<file path="src/rtl/gqf_pkg.sv">
package gqf_pkg;
  typedef enum logic [1:0] {
    M_SYNC  = 2'b00,
    M_QUAL3 = 2'b01,
    M_QUAL6 = 2'b10,
    M_RAW   = 2'b11
  } gqf_mode_e;
endpackage

</file>
<file path="src/rtl/gqf_sel_reg.sv">
module gqf_sel_reg #(
  parameter int DATA_W = 32,
  parameter int NPINS  = 8
) (
  input  logic              clk,
  input  logic              rst,
  input  logic              wr_en,
  input  logic              unlock,
  input  logic [DATA_W-1:0] wr_data,
  output logic [2*NPINS-1:0] sel,
  output logic [DATA_W-1:0] rd_data
);
  localparam int SEL_W = 2 * NPINS;

  always_ff @(posedge clk) begin
    if (rst) begin
      sel <= '0;
    end else if (wr_en && unlock) begin
      sel <= wr_data[SEL_W-1:0];
    end
  end

  assign rd_data = {{(DATA_W-SEL_W){1'b0}}, sel};

  p_locked_hold_r8: assert property (@(posedge clk) disable iff (rst)
    (!(wr_en && unlock)) |=> $stable(sel));
endmodule

</file>
<file path="src/rtl/gqf_strobe.sv">
module gqf_strobe #(
  parameter int PER_W = 8
) (
  input  logic             clk,
  input  logic             rst,
  input  logic [PER_W-1:0] period,
  output logic             strobe
);
  localparam int CNT_W = PER_W + 1;

  logic [CNT_W-1:0] cnt;
  logic [CNT_W-1:0] limit;

  assign limit  = {period, 1'b0} - CNT_W'(1);
  assign strobe = (period == '0) || (cnt >= limit);

  always_ff @(posedge clk) begin
    if (rst)         cnt <= '0;
    else if (strobe) cnt <= '0;
    else             cnt <= cnt + CNT_W'(1);
  end

  p_no_back_to_back_r5: assert property (@(posedge clk) disable iff (rst)
    strobe |=> (!strobe || period == '0));
endmodule

</file>
<file path="src/rtl/gqf_pin.sv">
module gqf_pin
  import gqf_pkg::*;
#(
  parameter int SHORT_N = 3,
  parameter int LONG_N  = 6
) (
  input  logic       clk,
  input  logic       rst,
  input  logic       raw,
  input  logic [1:0] mode,
  input  logic       periph,
  input  logic       strobe,
  output logic       pout
);
  localparam int HIST_W = LONG_N - 1;

  logic              s1, s2;
  logic [HIST_W-1:0] hist;
  logic              filt;
  logic              agree_short, agree_long;
  logic              bypass;

  assign agree_short = (hist[SHORT_N-2:0] == {(SHORT_N-1){s2}});
  assign agree_long  = (hist[LONG_N-2:0]  == {(LONG_N-1){s2}});
  assign bypass      = (mode == M_RAW) && periph;

  always_ff @(posedge clk) begin
    if (rst) begin
      s1   <= 1'b0;
      s2   <= 1'b0;
      hist <= '0;
      filt <= 1'b0;
    end else begin
      s1 <= raw;
      s2 <= s1;
      if (strobe) hist <= {hist[HIST_W-2:0], s2};
      case (mode)
        M_QUAL3: if (strobe && agree_short) filt <= s2;
        M_QUAL6: if (strobe && agree_long)  filt <= s2;
        default: filt <= s2;
      endcase
    end
  end

  assign pout = bypass ? raw : filt;

  p_hold_between_strobes_r3: assert property (@(posedge clk) disable iff (rst)
    (!strobe && (mode == M_QUAL3 || mode == M_QUAL6)) |=> $stable(filt));

  p_short_agree_r3: assert property (@(posedge clk) disable iff (rst)
    (!$stable(filt) && $past(mode) == M_QUAL3) |-> (hist[SHORT_N-2:0] == {(SHORT_N-1){filt}}));

  p_long_agree_r4: assert property (@(posedge clk) disable iff (rst)
    (!$stable(filt) && $past(mode) == M_QUAL6) |-> (hist[LONG_N-2:0] == {(LONG_N-1){filt}}));
endmodule

</file>
<file path="src/rtl/gpio_qual_bank.sv">
module gpio_qual_bank #(
  parameter int NPINS   = 8,
  parameter int PER_W   = 8,
  parameter int DATA_W  = 32,
  parameter int SHORT_N = 3,
  parameter int LONG_N  = 6
) (
  input  logic              clk,
  input  logic              rst,
  input  logic              wr_en,
  input  logic              unlock,
  input  logic [DATA_W-1:0] wr_data,
  output logic [DATA_W-1:0] rd_data,
  input  logic [PER_W-1:0]  period,
  input  logic [NPINS-1:0]  pin_periph,
  input  logic [NPINS-1:0]  pin_raw,
  output logic [NPINS-1:0]  pin_out
);
  localparam int SEL_W = 2 * NPINS;

  logic [SEL_W-1:0] sel;
  logic             strobe;

  gqf_sel_reg #(.DATA_W(DATA_W), .NPINS(NPINS)) u_reg (
    .clk(clk), .rst(rst), .wr_en(wr_en), .unlock(unlock),
    .wr_data(wr_data), .sel(sel), .rd_data(rd_data)
  );

  gqf_strobe #(.PER_W(PER_W)) u_stb (
    .clk(clk), .rst(rst), .period(period), .strobe(strobe)
  );

  for (genvar i = 0; i < NPINS; i++) begin : g_pin
    gqf_pin #(.SHORT_N(SHORT_N), .LONG_N(LONG_N)) u_pin (
      .clk(clk), .rst(rst), .raw(pin_raw[i]), .mode(sel[2*i +: 2]),
      .periph(pin_periph[i]), .strobe(strobe), .pout(pin_out[i])
    );
  end

  p_resv_zero_r9: assert property (@(posedge clk) disable iff (rst)
    (wr_en && unlock) |=> (rd_data[DATA_W-1:SEL_W] == '0));
endmodule

</file>
<file path="config.mk">
export PLATFORM = sky130hd
export DESIGN_NAME = gpio_qual_bank
export DESIGN_NICKNAME = d
export VERILOG_FILES = /design/src/rtl/gqf_pkg.sv /design/src/rtl/gqf_sel_reg.sv /design/src/rtl/gqf_strobe.sv /design/src/rtl/gqf_pin.sv /design/src/rtl/gpio_qual_bank.sv
export SDC_FILE = /design/constraint.sdc
export NUM_CORES = 1
export LEC_CHECK = 0
export BUFFER_PORTS_ARGS = -buffer_cell sky130_fd_sc_hd__buf_2
export CAP_MARGIN = 20
export CORE_ASPECT_RATIO = 0.8
export CORE_UTILIZATION = 49
export DETAILED_ROUTE_END_ITERATION = 16
export GPL_TIMING_DRIVEN = 0
export HOLD_SLACK_MARGIN = 0.12
export PLACE_DENSITY = 0.75
export SETUP_SLACK_MARGIN = 0.5
export SLEW_MARGIN = 40
export SYNTH_ARGS = -nofsm -noshare
export SYNTH_HDL_FRONTEND = slang
export SYNTH_HIERARCHICAL = 1
export SYNTH_SLANG_ARGS = --single-unit
</file>
<file path="constraint.sdc">
create_clock -name clk -period 2.6 [get_ports clk]
set_input_delay 0.52 -clock clk [delete_from_list [all_inputs] [get_ports clk]]
set_output_delay 0.52 -clock clk [all_outputs]
set_load 0.01 [all_outputs]
</file>
==> flow_metrics.tcl <==
set metrics [dict create \
    yosysUniqueCellTypes 40 \
    leakage_nw 2.34 \
    ys_async_sr_fraction_pct 0 \
    ys_ff_latch 89 \
    arrival_ns 2.70 \
    die_x_um 109 \
    setup_viol 0 \
    multi_input_area_um2 2580 \
    reg2reg_slack_ns 0.40 \
    synth_area_per_cell_um2 9.77 \
    yosys_warnings 6 \
    std_cell_rows 30 \
    antenna_found_initial 0 \
    final_util_pct 65.9 \
    drtIter0Drc 105 \
    clkSinkCount 89 \
    r2r-end "g_pin[5].u_pin/hist[2]" \
    drive_gt1_share_pct 36.8 \
    cap_violations 0 \
    synth_edf_count 0 \
    dpl-instance-area_um2 5110 \
    routabilityCongestion 0.789 \
    min_path_cells 2 \
    first_pass_iters 5 \
    post-route-cell-area_um2 5740 \
    worstSkewPairLatency_ns 0.34 \
    relSlewSlack_pct 43.9 \
    skew_ns 0.00854 \
    rr_worst_depth 10 \
    holdPathEnd "g_pin[1].u_pin/s1" \
    track_usage_pct 22.0 \
    die-area_um2 9600 \
    num_antenna_cells 0 \
    rsz0062_at_grt "yes" \
    synthesis.instances 462 \
    fin_crit_ns 2.49 \
    drt-wirelength-per-cell_um 14.0 \
    io_pins 100 \
    maxSlewViolCount 0 \
    status "finished clean" \
    viasPerCell 5.14 \
    max_freq_ghz 0.402 \
    hp-start "pin_raw[1]" \
    cellPowerDensity_nw_per_um2 548 \
    postRouteAntennaNets 0 \
    grt-ovfl-total 0 \
    grt_max_degree 16 \
    power_mw 3.14 \
    seq_area_frac_synth_pct 39.5 \
    crit_required_ns 2.82 \
    synth_top_flop_cell "dfxtp_1" \
    wl_mm 9.54 \
    numCtsBuffers 9 \
    hold_viol 0 \
    core_area_um2 8710 \
    worstSetupEndpointType "flip-flop" \
    final_common_cell "dfxtp_1" \
    critical_path_class "in -> reg" \
    dp_hpwl_mm 6.71 \
    initial_core_util_pct 51.8 \
    syn_area_um2 4510 \
    numPortBuffers 66 \
    clk_pin_slew_ns 0.06 \
    fin_crit_sh_pct 95.6 \
    die_h_um 87.9 \
    areaGrowthSynthToFinish_pct 27.1 \
    ir_drop_v 0.000377 \
    clockBufferDepth 2 \
    critPathMaxFanout 8 \
    final_cell_mix "dfxtp_1, buf_2, mux2i_1, nor2_1, buf_4" \
    cts_tree "done" \
    grt_pass1_wl_mm 16.3 \
    drc 0 \
    num-nets-final 637 \
    dr_total_vias 3514 \
    grt_pass1_vias 3519 \
    start_kind "input pin" \
    fillers 712 \
    final-seq-area_um2 1780 \
    cts-htree-levels 3 \
    hp-class "in -> reg" \
    worstMarginPinSlew_ns 0.841 \
    regToRegStartpoint "u_stb/cnt[2]" \
    clockRootBuffer "clkbuf_16" \
]
repair_timing:
action | 4_1_cts | 5_1_grt
pin swaps | 15 | 21
setup endpoints to repair | 48 | 57
setup buffers | 10 | 2
gates resized for setup | 32 | 12
hold buffers | 0 | 0
flip-flops by register name, indices dropped and copies added, names as in the netlist:
signal            cells
g_pin.u_pin/filt      8
g_pin.u_pin/hist     40
g_pin.u_pin/s1        8
g_pin.u_pin/s2        8
u_reg/sel            16
u_stb/cnt             9
report_power, final:
part	total, mW	switching [mW]	internal, mW
combinational	0.329	0.159	0.170
sequential	1.42	0.0275	1.40
clock	1.39	0.523	0.869
worst max path at each step:
stage / from / end / slack (ns) / cells past startpoint
detailed placement: period[4] / g_pin[5].u_pin/filt / -0.52 / 12
CTS: period[2] / g_pin[5].u_pin/filt / 0.13 / 13
finish: period[3] / g_pin[5].u_pin/hist[2] / 0.11 / 13
global placement: period[4] / g_pin[1].u_pin/filt / -0.44 / 12
global route: period[3] / g_pin[5].u_pin/hist[2] / -0.01 / 13
floorplan: period[4] / g_pin[0].u_pin/filt / -0.05 / 11
final cells by class:
| class | count | share of cell area, % |
|---|---|---|
| plain buffers | 58 | 7.50 |
| clock inverters | 6 | 1.59 |
| clock buffers | 10 | 4.16 |
| repair buffers | 78 | 8.09 |
| well taps | 112 | 2.44 |
| flip-flops and latches | 89 | 31.1 |
| multi-input cells | 326 | 44.9 |
| inverters | 4 | 0.262 |
synth_stat cells, types with 11 or more instances:
| cell type | instances | area share, % |
|---|---|---|
| a21bo_1 | 14 | 3.1 |
| a21oi_2 | 11 | 2.1 |
| ha_1 | 11 | 3.0 |
| nor3_1 | 11 | 1.2 |
| dfxtp_1 | 89 | 39 |
| nand3_1 | 28 | 3.1 |
| xor2_1 | 12 | 2.3 |
| buf_4 | 33 | 5.5 |
| a21oi_1 | 15 | 1.7 |
| nor2_1 | 44 | 3.7 |
| nor2b_1 | 16 | 2.2 |
| mux2i_1 | 48 | 11 |
| buf_2 | 12 | 1.3 |
per-layer routing:
metal  global-route usage, %  wire [um]  vias to the layer above  part of all wire [%]
li1                        -          -                     1789                     -
met1                    27.1       4290                     1649                    45
met3                    5.28        348                       10                   3.6
met4                    6.79        116                        0                   1.2
met5                       0          0                        -                     0
met2                    38.3       4780                       66                    50
cell families after synthesis:
logic type	after synthesis	synth area share (%)
AND/OR/NAND/NOR	166	22.5
AO/OA/AOI/OAI	56	9.42
XOR/XNOR	21	4.07
buffers and inverters	62	8.76
flip-flops	89	39.5
adder cells (fa/ha/maj)	11	3.05
multiplexers	56	12.6
other	1	0.0831
critical path: stages:
cell	delay [ns]
buf_8	0.10
nor4_4	0.30
nand2_1	0.10
xor2_1	0.16
ha_1	0.31
buf_4	0.14
o21ai_2	0.17
o21ai_4	0.08
or2_4	0.34
buf_6	0.17
buf_6	0.11
mux2i_1	0.15
nor2_1	0.06
per-stage QoR:
step                      setup WS [ns]  std cells  TNS [ns]  hold WS, ns
final                             0.115        683         0        0.405
after CTS                         0.127        681         0        0.398
after floorplan                 -0.0547        477    -0.438        0.414
after global placement           -0.437        655    -14.44        0.415
after global routing            -0.0117        683   -0.0216        0.411
after detailed placement         -0.520        655    -17.47        0.422
Power figures use the tool's default switching activity.
